`src/rtl/tpg_pkg.sv`:
```
package tpg_pkg;
  localparam int unsigned CELL_W_D     = 8;
  localparam int unsigned CELL_H_D     = 10;
  localparam int unsigned PLANES_D     = 3;
  localparam int unsigned GLYPH_BITS_D = 10;
  localparam int unsigned STRIDE_D     = 16;
  localparam int unsigned VIS_COLS_D   = 74;
  localparam int unsigned VIS_ROWS_D   = 24;
  localparam int unsigned TOT_COLS_D   = 88;
  localparam int unsigned TOT_ROWS_D   = 27;

  localparam int unsigned COLOR_LSB = 12;
  localparam int unsigned COLOR_W   = 3;
  localparam int unsigned BLINK_BIT = 15;
endpackage

```
`src/rtl/tpg_cell_fetch.sv`:
```
module tpg_cell_fetch #(
  parameter int unsigned MA_W     = 16,
  parameter int unsigned RA_W     = 4,
  parameter int unsigned COL_W    = 7,
  parameter int unsigned ROW_W    = 5,
  parameter int unsigned VIS_COLS = 74,
  parameter int unsigned VIS_ROWS = 24,
  localparam int unsigned VA_W    = MA_W + 1
) (
  input  logic             clk_i,
  input  logic             rst_ni,
  input  logic             cell_stb_i,
  input  logic [MA_W-1:0]  ma_i,
  input  logic [RA_W-1:0]  ra_i,
  input  logic [COL_W-1:0] col_i,
  input  logic [ROW_W-1:0] row_i,
  input  logic [COL_W-1:0] cursor_col_i,
  output logic [VA_W-1:0]  vram_lo_addr_o,
  output logic [VA_W-1:0]  vram_hi_addr_o,
  output logic             s1_vld_o,
  output logic [RA_W-1:0]  s1_ra_o,
  output logic             s1_vis_o,
  output logic             blink_o
);
  logic vis_d, frame_top;

  assign vis_d     = (32'(col_i) < VIS_COLS) && (32'(row_i) < VIS_ROWS);
  assign frame_top = cell_stb_i && (ra_i == '0) && (ma_i == '0);

  always_ff @(posedge clk_i or negedge rst_ni) begin
    if (!rst_ni) begin
      s1_vld_o       <= 1'b0;
      s1_ra_o        <= '0;
      s1_vis_o       <= 1'b0;
      vram_lo_addr_o <= '0;
      vram_hi_addr_o <= '0;
    end else begin
      s1_vld_o <= cell_stb_i;
      if (cell_stb_i) begin
        s1_ra_o        <= ra_i;
        s1_vis_o       <= vis_d;
        vram_lo_addr_o <= {ma_i, 1'b0};
        vram_hi_addr_o <= {ma_i, 1'b1};
      end
    end
  end

  // phase sampled once per frame from cursor position
  always_ff @(posedge clk_i or negedge rst_ni) begin
    if (!rst_ni)        blink_o <= 1'b0;
    else if (frame_top) blink_o <= (cursor_col_i == '0);
  end
endmodule

```
`src/rtl/tpg_glyph_addr.sv`:
```
module tpg_glyph_addr
  import tpg_pkg::*;
#(
  parameter int unsigned RA_W       = 4,
  parameter int unsigned PLANES     = 3,
  parameter int unsigned GLYPH_BITS = 10,
  parameter int unsigned STRIDE     = 16,
  localparam int unsigned PLANE_BYTES = (1 << GLYPH_BITS) * STRIDE,
  localparam int unsigned ROM_AW      = $clog2(PLANES * PLANE_BYTES)
) (
  input  logic                     clk_i,
  input  logic                     rst_ni,
  input  logic                     s1_vld_i,
  input  logic [RA_W-1:0]          s1_ra_i,
  input  logic                     s1_vis_i,
  input  logic                     blink_i,
  input  logic [7:0]               vram_lo_i,
  input  logic [7:0]               vram_hi_i,
  output logic [PLANES*ROM_AW-1:0] rom_addr_o,
  output logic                     s3_vld_o,
  output logic                     s3_vis_o,
  output logic [COLOR_W-1:0]       s3_color_o
);
  logic                  s2_vld, s2_vis;
  logic [RA_W-1:0]       s2_ra;
  logic [15:0]           word;
  logic [GLYPH_BITS-1:0] glyph;
  logic                  unused_bits;

  always_ff @(posedge clk_i or negedge rst_ni) begin
    if (!rst_ni) begin
      s2_vld <= 1'b0;
      s2_vis <= 1'b0;
      s2_ra  <= '0;
    end else begin
      s2_vld <= s1_vld_i;
      s2_vis <= s1_vis_i;
      s2_ra  <= s1_ra_i;
    end
  end

  assign word        = {vram_hi_i, vram_lo_i};
  assign glyph       = (word[BLINK_BIT] && !blink_i) ? '0 : word[GLYPH_BITS-1:0];
  assign unused_bits = ^word[COLOR_LSB-1:GLYPH_BITS];

  for (genvar p = 0; p < PLANES; p++) begin : g_plane
    assign rom_addr_o[p*ROM_AW +: ROM_AW] = ROM_AW'(p * PLANE_BYTES)
                                          + ROM_AW'(32'(glyph) * STRIDE)
                                          + ROM_AW'(s2_ra);
  end

  always_ff @(posedge clk_i or negedge rst_ni) begin
    if (!rst_ni) begin
      s3_vld_o   <= 1'b0;
      s3_vis_o   <= 1'b0;
      s3_color_o <= '0;
    end else begin
      s3_vld_o   <= s2_vld;
      s3_vis_o   <= s2_vis;
      s3_color_o <= word[COLOR_LSB +: COLOR_W];
    end
  end
endmodule

```
`src/rtl/tpg_pixel_shift.sv`:
```
module tpg_pixel_shift
  import tpg_pkg::*;
#(
  parameter int unsigned PLANES = 3,
  parameter int unsigned CELL_W = 8,
  localparam int unsigned CNT_W = $clog2(CELL_W + 1),
  localparam int unsigned PEN_W = COLOR_W + PLANES
) (
  input  logic                     clk_i,
  input  logic                     rst_ni,
  input  logic                     load_i,
  input  logic                     vis_i,
  input  logic [COLOR_W-1:0]       color_i,
  input  logic [PLANES*CELL_W-1:0] rom_data_i,
  output logic                     pix_vld_o,
  output logic [PEN_W-1:0]         pen_o
);
  logic [PLANES-1:0][CELL_W-1:0] sh_q;
  logic [PLANES-1:0]             pix_bits;
  logic [CNT_W-1:0]              cnt_q;
  logic [COLOR_W-1:0]            color_q;
  logic                          vis_q;

  for (genvar p = 0; p < PLANES; p++) begin : g_sh
    always_ff @(posedge clk_i or negedge rst_ni) begin
      if (!rst_ni)            sh_q[p] <= '0;
      else if (load_i)        sh_q[p] <= rom_data_i[p*CELL_W +: CELL_W];
      else if (cnt_q != '0)   sh_q[p] <= {sh_q[p][CELL_W-2:0], 1'b0};
    end
    assign pix_bits[p] = sh_q[p][CELL_W-1];
  end

  always_ff @(posedge clk_i or negedge rst_ni) begin
    if (!rst_ni) begin
      cnt_q   <= '0;
      color_q <= '0;
      vis_q   <= 1'b0;
    end else if (load_i) begin
      cnt_q   <= CNT_W'(CELL_W);
      color_q <= color_i;
      vis_q   <= vis_i;
    end else if (cnt_q != '0) begin
      cnt_q   <= cnt_q - 1'b1;
    end
  end

  assign pix_vld_o = (cnt_q != '0);
  assign pen_o     = (pix_vld_o && vis_q) ? {color_q, pix_bits} : '0;
endmodule

```
`src/rtl/tile_pix_gen.sv`:
```
module tile_pix_gen
  import tpg_pkg::*;
#(
  parameter int unsigned MA_W       = 16,
  parameter int unsigned CELL_W     = CELL_W_D,
  parameter int unsigned CELL_H     = CELL_H_D,
  parameter int unsigned PLANES     = PLANES_D,
  parameter int unsigned GLYPH_BITS = GLYPH_BITS_D,
  parameter int unsigned STRIDE     = STRIDE_D,
  parameter int unsigned VIS_COLS   = VIS_COLS_D,
  parameter int unsigned VIS_ROWS   = VIS_ROWS_D,
  parameter int unsigned TOT_COLS   = TOT_COLS_D,
  parameter int unsigned TOT_ROWS   = TOT_ROWS_D,
  localparam int unsigned RA_W   = $clog2(CELL_H),
  localparam int unsigned COL_W  = $clog2(TOT_COLS),
  localparam int unsigned ROW_W  = $clog2(TOT_ROWS),
  localparam int unsigned VA_W   = MA_W + 1,
  localparam int unsigned ROM_AW = $clog2(PLANES * (1 << GLYPH_BITS) * STRIDE),
  localparam int unsigned PEN_W  = COLOR_W + PLANES
) (
  input  logic                     clk_i,
  input  logic                     rst_ni,
  input  logic                     cell_stb_i,
  input  logic [MA_W-1:0]          ma_i,
  input  logic [RA_W-1:0]          ra_i,
  input  logic [COL_W-1:0]         col_i,
  input  logic [ROW_W-1:0]         row_i,
  input  logic [COL_W-1:0]         cursor_col_i,
  output logic [VA_W-1:0]          vram_lo_addr_o,
  output logic [VA_W-1:0]          vram_hi_addr_o,
  input  logic [7:0]               vram_lo_i,
  input  logic [7:0]               vram_hi_i,
  output logic [PLANES*ROM_AW-1:0] rom_addr_o,
  input  logic [PLANES*CELL_W-1:0] rom_data_i,
  output logic                     pix_vld_o,
  output logic [PEN_W-1:0]         pen_o
);
  logic               s1_vld, s1_vis, blink_q;
  logic [RA_W-1:0]    s1_ra;
  logic               s3_vld, s3_vis;
  logic [COLOR_W-1:0] s3_color;

  tpg_cell_fetch #(
    .MA_W(MA_W), .RA_W(RA_W), .COL_W(COL_W), .ROW_W(ROW_W),
    .VIS_COLS(VIS_COLS), .VIS_ROWS(VIS_ROWS)
  ) u_fetch (
    .clk_i, .rst_ni, .cell_stb_i, .ma_i, .ra_i, .col_i, .row_i, .cursor_col_i,
    .vram_lo_addr_o, .vram_hi_addr_o,
    .s1_vld_o(s1_vld), .s1_ra_o(s1_ra), .s1_vis_o(s1_vis), .blink_o(blink_q)
  );

  tpg_glyph_addr #(
    .RA_W(RA_W), .PLANES(PLANES), .GLYPH_BITS(GLYPH_BITS), .STRIDE(STRIDE)
  ) u_glyph (
    .clk_i, .rst_ni,
    .s1_vld_i(s1_vld), .s1_ra_i(s1_ra), .s1_vis_i(s1_vis), .blink_i(blink_q),
    .vram_lo_i, .vram_hi_i, .rom_addr_o,
    .s3_vld_o(s3_vld), .s3_vis_o(s3_vis), .s3_color_o(s3_color)
  );

  tpg_pixel_shift #(.PLANES(PLANES), .CELL_W(CELL_W)) u_shift (
    .clk_i, .rst_ni, .load_i(s3_vld), .vis_i(s3_vis), .color_i(s3_color),
    .rom_data_i, .pix_vld_o, .pen_o
  );
endmodule

```
`config.mk`:
```
export PLATFORM = sky130hd
export DESIGN_NAME = tile_pix_gen
export DESIGN_NICKNAME = d
export VERILOG_FILES = /design/src/rtl/tpg_pkg.sv /design/src/rtl/tpg_cell_fetch.sv /design/src/rtl/tpg_glyph_addr.sv /design/src/rtl/tpg_pixel_shift.sv /design/src/rtl/tile_pix_gen.sv
export SDC_FILE = /design/constraint.sdc
export NUM_CORES = 1
export LEC_CHECK = 0
export BUFFER_PORTS_ARGS = -buffer_cell sky130_fd_sc_hd__clkbuf_2
export CAP_MARGIN = 20
export CORE_MARGIN = 2
export CORE_UTILIZATION = 50
export CTS_BUF_LIST = sky130_fd_sc_hd__clkbuf_8
export CTS_CLUSTER_SIZE = 30
export DETAILED_ROUTE_END_ITERATION = 8
export PLACE_DENSITY_LB_ADDON = 0.05
export SLEW_MARGIN = 30
export SYNTH_ARGS = -nofsm -noshare
export SYNTH_HDL_FRONTEND = slang
export SYNTH_SLANG_ARGS = --single-unit
```
`constraint.sdc`:
```
create_clock -name clk_i -period 3.35 [get_ports clk_i]
set_clock_uncertainty 0.05 [all_clocks]
set_input_delay 0.67 -clock clk_i [delete_from_list [all_inputs] [get_ports clk_i]]
set_output_delay 0.67 -clock clk_i [all_outputs]
set_load 0.02 [all_outputs]
```
[Yosys cells after proc, flatten, opt, wreduce, memory -nomap -nowiden]
Cells that the tools add are included.
Storage, ports and cells
  register bits: 83
  bits of input ports: 82
Operators by class
  add/sub/neg operators: 6
  order comparisons: 2
  multiplexer cells: 10
  reductions and logical operators: 11
Operators with widths (count)
  8-bit two-way mux: 6
  16-bit by 4-bit adder with 16-bit output: 2
  15-bit by 14-bit adder with 16-bit output, first input constant: 1
  16-bit by 14-bit adder with 16-bit output, first input constant: 1
  16-bit zero test: 1
  14-bit by 4-bit adder with 15-bit output: 1
  10-bit two-way mux: 1
  4-bit two-way mux: 2
  7-bit zero test: 1
  7-bit < comparator, second input constant: 1
  6-bit two-way mux: 1
  1-bit logical AND: 5
  5-bit < comparator, second input constant: 1
  4-bit zero test: 1
  4-bit nonzero test: 1
  4-bit by 1-bit subtractor with 4-bit output, second input constant: 1
  2-bit nonzero test: 1
  1-bit zero test: 1

[Longest topological paths before layout]
  depth after elaboration: 5
  gate-level depth with buffers: 7

[Modules after synthesis]
A second synthesis with hierarchy kept.
Second synthesis, totals
  cells, all modules: 301
  area, all modules: 3215.6 um^2
Modules (own cells, without submodules)
  tpg_pixel_shift: instances 1, cells each 161, area each 1503.9 um^2
  tpg_cell_fetch: instances 1, cells each 82, area each 1094.8 um^2
  tpg_glyph_addr: instances 1, cells each 58, area each 616.8 um^2

[Least setup slack after synthesis]
Ideal clock, no wire load.
  path type: input -> output
  start point: input vram_hi_i[7]
  end point: output rom_addr_o[20]
  data arrival time: 1.291 ns
  path slack: 1.339 ns
  stages: 3
  cells stage by stage: nand2b_1 -> and2_1 -> buf_4
On the way
  longest elaborated chain between the ends: 4
Ends and longest elaborated chain
  start, declared: line tile_pix_gen.sv:32  | input logic [7:0] vram_hi_i,
  1-bit logical AND: line tpg_glyph_addr.sv:43  | assign glyph = (word[BLINK_BIT] && !blink_i) ? '0 : word[GLYPH_BITS-1:0];
  10-bit two-way mux: line tpg_glyph_addr.sv:43
  15-bit by 14-bit adder with 16-bit output: line tpg_glyph_addr.sv:48  | + ROM_AW'(32'(glyph) * STRIDE)
  16-bit by 4-bit adder with 16-bit output: line tpg_glyph_addr.sv:49  | + ROM_AW'(s2_ra);
  end, declared: line tile_pix_gen.sv:33  | output logic [PLANES*ROM_AW-1:0] rom_addr_o,
No other way between the ends.

[Final worst setup path]
  start point: register u_shift.cnt_q[0]
  end point: output pen_o[4]
On the way
  longest elaborated chain between the ends: 3
Ends and longest elaborated chain
  start, declared: line tpg_pixel_shift.sv:20  | logic [CNT_W-1:0] cnt_q;
  start signal, assigned: line tpg_pixel_shift.sv:39  | cnt_q <= CNT_W'(CELL_W);
  start signal, assigned: line tpg_pixel_shift.sv:43  | cnt_q <= cnt_q - 1'b1;
  4-bit nonzero test: line tpg_pixel_shift.sv:47  | assign pix_vld_o = (cnt_q != '0);
  1-bit logical AND: line tpg_pixel_shift.sv:48  | assign pen_o = (pix_vld_o && vis_q) ? {color_q, pix_bits} : '0;
  6-bit two-way mux: line tpg_pixel_shift.sv:48
  end, declared: line tile_pix_gen.sv:36  | output logic [PEN_W-1:0] pen_o
No other way between the ends.

==> key figures <==
Pwr
  – Pwr Density: 592.7 nW/um^2
  – Flop pwr share: 0.440
  – P_leak: 2.060 nW
  – Comb pwr share: 0.273
  – Pint: 1.560 mW
  – Peak supply drop: 0.3218 mV
  – Switching Fraction: 0.3116
  – Clock power frac: 0.287
  – Net load switching power: 705.9 uW

Drt
  – Routed wl met3: 338 microns
  – Highest metal used: met4
  – # DRC: 0
  – Pre-Repair DR Iteration Count: 4
  – DR WL met2: 2857 microns
  – Metal-1 WL: 2654 microns
  – Initial DRC count: 90
  – DRT Wirelength: 5933 microns
  – WL per Instance: 12.57 microns
  – Post-DRT Antenna Nets: 0
  – Vias/cell: 4.693
  – DR vias: 2215

Synthesis
  – Syn avg cell area: 11.41 sq um
  – Seq cells post-synth: 67
  – Syn Inst Count: 278
  – Post-synthesis sequential area ratio: 0.5286
  – Synth area leaders: dfrtp_1 (53%), buf_4 (12%), mux2_2 (9.2%)
  – Dominant cell type by area after synthesis: dfrtp_1
  – Ys Warns: 0
  – Post-synth cell types: 32
  – Top cell type's share of synthesized area: 0.5286
  – Synthesized area: 3172 sq um

Final layout
  – Layout Cells excl Fill: 472
  – Diodes inserted: 0
  – FF/Latch Area: 1677 sq um
  – Final net count: 474
  – Area of the multi-input gates: 1036 sq um
  – Syn-to-layout area delta: 20.51%
  – Share of cells above drive strength 1: 0.5114
  – Fillers: 564

CTS
  – Clk sinks: 67
  – Clk root buf: clkbuf_8
  – CTS tree: done
  – Number of H-tree levels: 3
  – Post-cts hold buffer count: 0
  – Clock slew at reported path FFs: 70 ps
  – Post-CTS Setup Inserts: 0
  – Num CTS Buffers: 9
  – Worst-skew pair later-pin latency: 320 ps
  – PostCTS Resize Cnt: 0
  – CTS max path bufs: 2

Placement
  – Place WS: 1147 ps
  – Port Buffers: 157
  – Cell total after placement: 457
  – RD Place Congestion: 0.6983
  – Post-DP HPWL: 4336 microns

Floorplan
  – Initial Util: 0.5082
  – Ports: 171
  – Core ar.: 6241 sq um
  – Chip width: 83.65 microns
  – Die Area: 6996 sq um
  – Chip height: 83.65 microns
  – Num rows: 29

STA
  – Max_slew headroom: 0.4271
  – Fin crit period: 2543 ps
  – Max Clk Rate: 0.3933 GHz
  – RSZ-0062 raised after global routing: false
  – Final worst slack: 807.3 ps
  – Setup violations, final: 0
  – Actual slew at the worst max-slew pin: 859.3 ps
  – Total negative slack: 0 ps
  – Final hold vios: 0
  – Fin. max-slew vios: 0
  – Tcrit/Tclk final: 0.7590

Global route
  – Largest net degree at the start of global routing: 68
  – Vias in the first global route: 2239
  – Gr ovfl total: 0
  – Initial antenna violation count: 0
  – First-pass GRT wire length: 10110 microns
  – Total Routing Usage GR: 0.1783

Setup path
  – Worst EP arrival: 1820 ps
  – Setup crit end kind: primary output
  – Maximum net fanout on the critical path: 23
  – Worst Setup Path Type: flip-flop to primary output
  – Startpoint types: flip-flop
  – WP data required: 2630 ps

Worst hold path
  – Worst hold path type: flip-flop to flip-flop

Run status
  – Outcome: completed

Job
  – # Max-Cap Violations: 0
cell families (layout without fill, tap and decap cells):
family                   after synthesis  after routing  share of synthesized area
AO/OA/AOI/OAI                         30             30                    0.05247
XOR/XNOR                               1              1                   0.002762
adder cells (fa/ha/maj)                1              1                   0.003944
buffers and inverters                 65            177                     0.1507
flip-flops                            67             67                     0.5286
multiplexers                          47             47                     0.1586
other                                  2              7                   0.002368
AND/OR/NAND/NOR                       65             65                     0.1006
worst max-delay path: stages, from the launching register on:
cell and delay, ps:
dfrtp_1 380, inv_1 90, ha_1 220, and2_4 320, inv_8 130, and3_1 200
clkbuf_2 150
power by group through the flow:
stage               Sequential, mW  Combinational, mW  Clock, mW
global route                  1.01              0.675      0.711
global placement              1.01              0.613          0
detailed placement            1.01              0.626          0
floorplan                     1.02              0.504          0
CTS                          0.998              0.630      0.674
finish                       0.997              0.618      0.651
Yosys cell counts:
| cell type | n |
|---|---|
| buf_4 | 51 |
| ha_1 | 1 |
| nand4_1 | 1 |
| and2_4 | 1 |
| buf_1 | 1 |
| or3_1 | 1 |
| clkbuf_1 | 4 |
| a211o_1 | 1 |
| buf_2 | 3 |
| a22oi_1 | 1 |
| or2_2 | 1 |
| buf_12 | 1 |
| o21ai_1 | 17 |
| nand2b_1 | 1 |
| nor3_1 | 3 |
| conb_1 | 2 |
| mux2_2 | 26 |
| xnor2_1 | 1 |
| a211oi_2 | 1 |
| inv_8 | 1 |
| o31ai_1 | 1 |
| mux2i_1 | 21 |
| and2_1 | 10 |
| o21ai_0 | 9 |
| nor4_1 | 5 |
| buf_6 | 2 |
| and3_1 | 6 |
| nor2_1 | 5 |
| dfrtp_1 | 67 |
| inv_1 | 2 |
| nand3b_1 | 1 |
| nand2_1 | 30 |
state kept, by name, indices dropped and copies added, names as in the netlist, 3 cells and up:
name / count
u_shift.pix_bits: 3
u_glyph.s2_ra: 4
u_fetch.s1_ra_o: 4
u_glyph.s3_color_o: 3
u_fetch.vram_hi_addr_o: 17
u_shift.sh_q: 21
u_shift.color_q: 3
u_shift.cnt_q: 4
final timing paths:
path / startpoint / to / slack [ps] / depth (start not counted)
worst max-delay path: u_shift.cnt_q[0] / pen_o[4] / 810 / 6
worst min-delay path: u_fetch.s1_vld_o / u_glyph.s2_vld / 300 / 0
worst max register to register: u_glyph.s3_vld_o / u_shift.sh_q[16] / 1730 / 2
worst min register to register: u_fetch.s1_vld_o / u_glyph.s2_vld / 300 / 0
max in group asynchronous: rst_ni / u_fetch.vram_hi_addr_o[12] / 2230 / 2
min in group asynchronous: rst_ni / u_shift.pix_bits[2] / 480 / 2
layout make-up:
| type | count | share of cell area |
|---|---|---|
| Inverter | 3 | 0.004910 |
| Clock inverter | 4 | 0.01113 |
| Tap cell | 77 | 0.02520 |
| Timing Repair Buffer | 159 | 0.2095 |
| Clock buffer | 11 | 0.03961 |
| Sequential cell | 67 | 0.4386 |
| Multi-Input combinational cell | 151 | 0.2710 |
cell usage in the layout (no fill, tap or decap), drive strengths merged:
| cell type | Yosys | final |
|---|---|---|
| a22oi | 1 | 1 |
| bufinv | 0 | 1 |
| or3 | 1 | 1 |
| nor2 | 5 | 5 |
| nand2b | 1 | 1 |
| mux2 | 26 | 26 |
| nor4 | 5 | 5 |
| mux2i | 21 | 21 |
| buf | 58 | 3 |
| or2 | 1 | 1 |
| inv | 3 | 5 |
| o21ai | 26 | 26 |
| and2 | 11 | 11 |
| o31ai | 1 | 1 |
| nand3b | 1 | 1 |
| a211oi | 1 | 1 |
| nor3 | 3 | 3 |
| nand2 | 30 | 30 |
| clkinv | 0 | 1 |
| a211o | 1 | 1 |
| ha | 1 | 1 |
| and3 | 6 | 6 |
| clkbuf | 4 | 167 |
| nand4 | 1 | 1 |
| conb | 2 | 7 |
| dfrtp | 67 | 67 |
| xnor2 | 1 | 1 |
through the flow:
step                utilization  instance area [sq um]  hold WS (ps)  total power, mW
floorplan                     -                   3191         281.2            1.524
global placement         0.5814                   3628         282.7            1.622
detailed placement       0.5814                   3628         292.7            1.637
CTS                      0.6125                   3822         308.9            2.302
global route             0.6125                   3822         317.1            2.395
finish                   0.6125                   3822         304.7            2.265
metal layers:
layer / global-route usage / vias to the layer above
li1: - / 1106
met1: 0.2365 / 1023
met2: 0.2829 / 78
met3: 0.04154 / 8
met4: 0.07478 / 0
met5: 0 / -
(Power assumes the default switching activity.)
